## src/rtl/cfgp_pkg.sv

```systemverilog
// Shared constants, opcode type and header builder for the configuration
// port sequencer. Assumes a 32-bit port word and a 5-bit register address.
package cfgp_pkg;
    localparam int WORD_W = 32;
    localparam int ADDR_W = 5;
    localparam int STEP_W = 4;

    localparam logic [WORD_W-1:0] SYNC_WORD   = 32'hAA995566;
    localparam logic [WORD_W-1:0] NOP_WORD    = 32'h20000000;
    localparam logic [WORD_W-1:0] DESYNC_CODE = 32'h0000000D;
    localparam logic [ADDR_W-1:0] CMD_REG     = 5'd4;

    // Step indices of each stream (the sequence order is behaviour)
    localparam logic [STEP_W-1:0] ST_SYNC     = 4'd0;
    localparam logic [STEP_W-1:0] ST_HDR      = 4'd3;
    localparam logic [STEP_W-1:0] ST_WDATA    = 4'd4;
    localparam logic [STEP_W-1:0] WR_DS_HDR   = 4'd7;
    localparam logic [STEP_W-1:0] WR_LAST     = 4'd10;
    localparam logic [STEP_W-1:0] RD_TURN     = 4'd6;
    localparam logic [STEP_W-1:0] RD_WIN_LO   = 4'd7;
    localparam logic [STEP_W-1:0] RD_CAP      = 4'd10;
    localparam logic [STEP_W-1:0] RD_DS_HDR   = 4'd11;
    localparam logic [STEP_W-1:0] RD_LAST     = 4'd14;

    typedef enum logic [1:0] {
        OP_RD = 2'b01,
        OP_WR = 2'b10
    } op_e;

    // Builds a type-1 single-word header for the given opcode and address.
    function automatic logic [WORD_W-1:0] type1_hdr(op_e op, logic [ADDR_W-1:0] a);
        return {3'b001, op, 9'd0, a, 2'b00, 11'd1};
    endfunction
endpackage

```

## src/rtl/cfgp_hdr.sv

```systemverilog
// Header generator: forms the request header for the latched address and the
// fixed command-register write header used by the closing desync.
// Assumes inputs are stable for the whole stream (latched by the controller).
module cfgp_hdr
    import cfgp_pkg::*;
(
    input  logic              is_rd,
    input  logic [ADDR_W-1:0] addr,
    output logic [WORD_W-1:0] req_hdr,
    output logic [WORD_W-1:0] ds_hdr
);
    // Select opcode and build both headers
    always_comb begin
        req_hdr = type1_hdr(is_rd ? OP_RD : OP_WR, addr);
        ds_hdr  = type1_hdr(OP_WR, CMD_REG);
    end
endmodule

```

## src/rtl/cfgp_ctrl.sv

```systemverilog
// Request controller: accepts a strobe only when idle (write wins a tie),
// latches address and data, and walks the step counter to the stream end.
// Assumes the host drops its strobe in the cycle that shows done.
module cfgp_ctrl
    import cfgp_pkg::*;
(
    input  logic              clk,
    input  logic              rst_n,
    input  logic              wr_req,
    input  logic              rd_req,
    input  logic [ADDR_W-1:0] req_addr,
    input  logic [WORD_W-1:0] wr_data,
    output logic              busy,
    output logic              is_rd,
    output logic [STEP_W-1:0] step,
    output logic [ADDR_W-1:0] lat_addr,
    output logic [WORD_W-1:0] lat_data,
    output logic              last
);
    // Final step of the running stream
    always_comb begin
        last = busy && (step == (is_rd ? RD_LAST : WR_LAST));
    end

    // Accept, latch and advance
    always_ff @(posedge clk) begin
        if (!rst_n) begin
            busy     <= 1'b0;
            is_rd    <= 1'b0;
            step     <= '0;
            lat_addr <= '0;
            lat_data <= '0;
        end else if (!busy) begin
            if (wr_req || rd_req) begin
                busy     <= 1'b1;
                is_rd    <= !wr_req;
                step     <= ST_SYNC;
                lat_addr <= req_addr;
                lat_data <= wr_data;
            end
        end else if (last) begin
            busy <= 1'b0;
            step <= '0;
        end else begin
            step <= step + 1'b1;
        end
    end
endmodule

```

## src/rtl/cfgp_emit.sv

```systemverilog
// Word emitter: maps the current step to the port select, direction and word
// for the write or read stream. Purely combinational; idle drives no-op.
module cfgp_emit
    import cfgp_pkg::*;
(
    input  logic              busy,
    input  logic              is_rd,
    input  logic [STEP_W-1:0] step,
    input  logic [WORD_W-1:0] req_hdr,
    input  logic [WORD_W-1:0] ds_hdr,
    input  logic [WORD_W-1:0] wdata,
    output logic              cs_n,
    output logic              dir,
    output logic [WORD_W-1:0] din
);
    // Decode step into the port triple
    always_comb begin
        cs_n = 1'b1;
        dir  = 1'b1;
        din  = NOP_WORD;
        if (busy) begin
            cs_n = 1'b0;
            dir  = 1'b0;
            if (!is_rd) begin
                case (step)
                    ST_SYNC:   din = SYNC_WORD;
                    ST_HDR:    din = req_hdr;
                    ST_WDATA:  din = wdata;
                    WR_DS_HDR: din = ds_hdr;
                    WR_DS_HDR + 4'd1: din = DESYNC_CODE;
                    default:   din = NOP_WORD;
                endcase
            end else begin
                case (step)
                    ST_SYNC:   din = SYNC_WORD;
                    ST_HDR:    din = req_hdr;
                    RD_TURN: begin
                        cs_n = 1'b1;
                        dir  = 1'b1;
                    end
                    RD_DS_HDR: din = ds_hdr;
                    RD_DS_HDR + 4'd1: din = DESYNC_CODE;
                    default:   din = NOP_WORD;
                endcase
                if (step >= RD_WIN_LO && step <= RD_CAP) begin
                    dir = 1'b1;
                end
            end
        end
    end
endmodule

```

## src/rtl/cfgp_seq.sv

```systemverilog
// Top of the configuration port sequencer: controller, header generator and
// word emitter, plus the read capture register. Single clock domain.
module cfgp_seq
    import cfgp_pkg::*;
(
    input  logic              clk,
    input  logic              rst_n,
    input  logic              wr_req,
    input  logic              rd_req,
    input  logic [4:0]        req_addr,
    input  logic [31:0]       wr_data,
    output logic              done,
    output logic [31:0]       rd_data,
    output logic              port_cs_n,
    output logic              port_dir,
    output logic [31:0]       port_din,
    input  logic [31:0]       port_dout
);
    logic              busy;
    logic              is_rd;
    logic              last;
    logic [STEP_W-1:0] step;
    logic [ADDR_W-1:0] lat_addr;
    logic [WORD_W-1:0] lat_data;
    logic [WORD_W-1:0] req_hdr;
    logic [WORD_W-1:0] ds_hdr;
    logic [WORD_W-1:0] rd_q;

    cfgp_ctrl u_ctrl (
        .clk(clk), .rst_n(rst_n), .wr_req(wr_req), .rd_req(rd_req),
        .req_addr(req_addr), .wr_data(wr_data), .busy(busy), .is_rd(is_rd),
        .step(step), .lat_addr(lat_addr), .lat_data(lat_data), .last(last)
    );

    cfgp_hdr u_hdr (
        .is_rd(is_rd), .addr(lat_addr), .req_hdr(req_hdr), .ds_hdr(ds_hdr)
    );

    cfgp_emit u_emit (
        .busy(busy), .is_rd(is_rd), .step(step), .req_hdr(req_hdr),
        .ds_hdr(ds_hdr), .wdata(lat_data), .cs_n(port_cs_n), .dir(port_dir),
        .din(port_din)
    );

    // Capture the port word on the last read-window cycle
    always_ff @(posedge clk) begin
        if (!rst_n) begin
            rd_q <= '0;
        end else if (busy && is_rd && step == RD_CAP) begin
            rd_q <= port_dout;
        end
    end

    assign rd_data = rd_q;
    assign done    = last;
endmodule

```

## config.mk

```make
export PLATFORM = sky130hd
export DESIGN_NAME = cfgp_seq
export DESIGN_NICKNAME = d
export VERILOG_FILES = /design/src/rtl/cfgp_pkg.sv /design/src/rtl/cfgp_hdr.sv /design/src/rtl/cfgp_ctrl.sv /design/src/rtl/cfgp_emit.sv /design/src/rtl/cfgp_seq.sv
export SDC_FILE = /design/constraint.sdc
export NUM_CORES = 1
export LEC_CHECK = 0
export CELL_PAD_IN_SITES_DETAIL_PLACEMENT = 1
export CELL_PAD_IN_SITES_GLOBAL_PLACEMENT = 1
export CORE_ASPECT_RATIO = 0.8
export CORE_UTILIZATION = 38
export CTS_CLUSTER_SIZE = 10
export DETAILED_ROUTE_END_ITERATION = 8
export GPL_TIMING_DRIVEN = 0
export PLACE_DENSITY = 0.87
export SLEW_MARGIN = 20
export SYNTH_ARGS = -nofsm -noshare
export SYNTH_HDL_FRONTEND = slang
export SYNTH_HIERARCHICAL = 1
export SYNTH_SLANG_ARGS = --single-unit
```

## constraint.sdc

```tcl
create_clock -name clk -period 2.8 [get_ports clk]
set_input_delay 0.7 -clock clk [delete_from_list [all_inputs] [get_ports clk]]
set_output_delay 0.7 -clock clk [all_outputs]
set_load 0.02 [all_outputs]
```

==> results of run 1 <==
## synth_stat cells, types with 3 or more instances
cell,number,area [µm²]
nand2_1,170,638.1
dfxtp_1,75,1501
buf_4,65,488.0
a21oi_1,35,175.2
mux2i_1,32,320.3
a21o_1,17,127.6
clkbuf_1,16,60.06
nor2b_1,16,100.1
a222oi_1,14,140.1
mux2_2,12,135.1
a22oi_1,11,82.58
a21oi_2,10,87.58
and3_1,10,62.56
buf_2,10,50.05
buf_6,10,112.6
nor2_1,9,33.78
a22o_1,8,70.07
a21boi_0,6,45.04
a221o_1,6,60.06
nand3_1,5,25.02
nor3_1,5,25.02
inv_1,4,15.01
buf_12,3,60.06
buf_8,3,45.04
nand2b_1,3,18.77
nand3b_1,3,22.52
o22ai_1,3,18.77
o31ai_1,3,22.52
## power groups by stage
stage          registers (W)  logic, W  clock network (W)
2_1_floorplan        0.00115  0.000355                  0
5_1_grt              0.00114  0.000655            0.00135
3_5_place_dp         0.00116  0.000584                  0
4_1_cts              0.00114  0.000573            0.00129
6_report             0.00114  0.000608            0.00129
3_3_place_gp         0.00116  0.000568                  0
## routing by layer
layer / wire length, µm / track usage [%]
met1: 7739 / 30.13
met2: 9303 / 47.28
met3: 620 / 3.944
met4: 286 / 8.326
met5: 0 / 0
## per-stage QoR
stage	TNS [ns]	total power [W]	utilization, %	instance area [µm²]
finish	-0.005579	0.003036	57.72	7098
detailed placement	-5.275	0.001746	54.08	6650
global placement	-3.541	0.001727	54.08	6650
CTS	0	0.003004	56.90	6997
floorplan	0	0.001502	-	5045
global route	-0.2458	0.003144	57.72	7098
## repair_timing
action	CTS	global route
cloned	0	1
setup buffers	2	13
pin swaps	1	9
endpoints found under the setup margin	35	34
resized for setup	116	48
## cell type report
type                    count  area, µm²
plain buffers             107      859.6
clock buffers               9      225.2
clock inverters             7      100.1
fillers                  1451       5199
inverters                   6      22.52
multi-input cells         466       2751
flip-flops and latches     75       1516
well taps                 171      214.0
repair buffers            155       1409
## cells by family (layout without fill, tap and decap cells)
kind of cell | after synthesis | after routing | synth area share [%]
buffers and inverters | 113 | 284 | 17.33
AO/OA/AOI/OAI | 128 | 128 | 19.94
adder cells (fa/ha/maj) | 2 | 2 | 0.5171
XOR/XNOR | 2 | 2 | 0.3621
flip-flops | 75 | 75 | 31.03
multiplexers | 44 | 44 | 9.413
other | 2 | 57 | 0.1552
AND/OR/NAND/NOR | 233 | 233 | 21.26
## final timing paths
path,start,to,slack [ns],depth (start not counted)
worst min register to register,u_ctrl/lat_data[19],u_ctrl/lat_data[19],0.46,2
worst max-delay path,u_ctrl/step[0],port_din[21],-0.006,8
worst min-delay path,u_ctrl/lat_data[19],u_ctrl/lat_data[19],0.46,2
worst max register to register,u_ctrl/step[0],rd_data[14],1.14,6
## state kept, by name (all words and copies together) (netlist names)
signal,flops
u_ctrl/lat_data,32
u_ctrl/busy,1
rd_data,32
u_ctrl/is_rd,1
u_ctrl/lat_addr,5
u_ctrl/step,4
## worst reg2reg max path: stages (launching register included)
cell and delay (ns):
dfxtp_4 0.38, buf_4 0.14, nor4bb_1 0.27, and3_1 0.21, buf_6 0.16, buf_12 0.15, mux2i_1 0.26
==> flow_metrics.tcl, run 1 <==
set metrics [dict create \
    status "finished, violations left" \
    failed_checks "setup timing" \
    post-route-min-period_ns 2.806 \
    synth_cells 599 \
    relSlewSlack_pct 47.98 \
    nets 895 \
    worstMarginPinSlew_ns 0.7744 \
    path_buf_inv 4 \
    critical_path_class "flip-flop to output pin" \
    cts_buffers 9 \
    ys_seq_elements 75 \
    grt_max_degree 19 \
    critPathLaunchType "flip-flop" \
    mostFrequentLayoutCell "nand2_1" \
    synth_edf_count 0 \
    crit_slowest_cell "dfxtp_4" \
    cts_buffer_depth 2 \
    h-tree-depth 3 \
    fin_crit_sh_pct 100.2 \
    totalWireLength_um 17950 \
    synthesis.area_mm2 0.004838 \
    dpl_worst_slack_ns -0.3739 \
    coreArea_mm2 0.01230 \
    wl_per_cell_um 18.02 \
    hold_viol 0 \
    drt_iter0_drc 222 \
    power.share.sequential_pct 37.5 \
    pwr-share-comb_pct 20.0 \
    vias_per_cell 5.051 \
    cts_tree "yes" \
    die_area_mm2 0.01319 \
    drive_above_1_share_pct 24.12 \
    vdd_drop_max_uv 288.9 \
    die_w_um 128.2 \
    cellInternalPower_w 0.002200 \
    area_growth_pct 46.70 \
    die_h_um 102.9 \
    num_rows 36 \
    synth_cell_types 56 \
    drt_pass1_iterations 6 \
    grt_pass1_vias 5183 \
    hold_slack_ns 0.4616 \
    io_buffer_count 139 \
    max_cap_viol_count 0 \
    worstPathCellList "buf_8 -> nor2_2 -> buf_6 -> buf_6 -> a22o_1 -> a22oi_1 -> a21boi_1 -> clkdlybuf4s15_2" \
    p_clk_share_pct 42.5 \
    synth_area_per_cell_um2 8.077 \
    critPathRequiredTime_ns 2.10 \
    clock_skew_ns 0.01167 \
    max_freq_mhz 356.4 \
    cp.arrival_ns 2.11 \
    hp-class "flip-flop to flip-flop" \
    netSwitchingPower_w 0.0008365 \
    vias 5031 \
    critPathTopFamily "buffers and inverters" \
    instances_no_fill 996 \
    pwr_density_cell_mw_per_mm2 427.8 \
    rsz0062_at_grt "yes" \
    ys_seq_area_share_pct 31.03 \
    route.detailed.drc 0 \
    layout_common_cells "nand2_1 (170), clkdlybuf4s50_1 (104), buf_4 (83)" \
    finalWorstSetupSlack_ns -0.005579 \
    cts_root_buffer "clkbuf_16" \
    cpMostUsedCell "buf_6" \
    setup_viol 1 \
    grt_use_total_pct 25.42 \
    grt_pass1_wl_um 25890 \
    yosysWarnings 6 \
    slowest_delay_ns 0.38 \
    p_sw_share_pct 27.55 \
    place.gp.congestion 0.8261 \
    antenna_found_initial 0 \
    clk_latency_ns 0.34 \
    drv_slew 0 \
    dp_cells 964 \
    async_reset_ff_share_pct 0 \
    clkSinkCount 75 \
    cts_hold_buffers 0 \
    overflow 0 \
    end_kind "output pin" \
    p_leak_nw 2.982 \
    dominantRegCellSynth "dfxtp_1" \
    pin_count 140 \
    num_antenna_cells 0 \
    start_util_pct 39.35 \
    clk_pin_slew_ns 0.07 \
    dpl.hpwl_um 12380 \
    crit_fanout 10 \
    ant_nets 0 \
]
Power figures use the tool's default switching activity.
==> run 2, diff against run 1 <==
- CTS_CLUSTER_SIZE: 10 -> 20
==> results of run 2 <==
Final layout, timing and power as in run 1 (identical DEF).
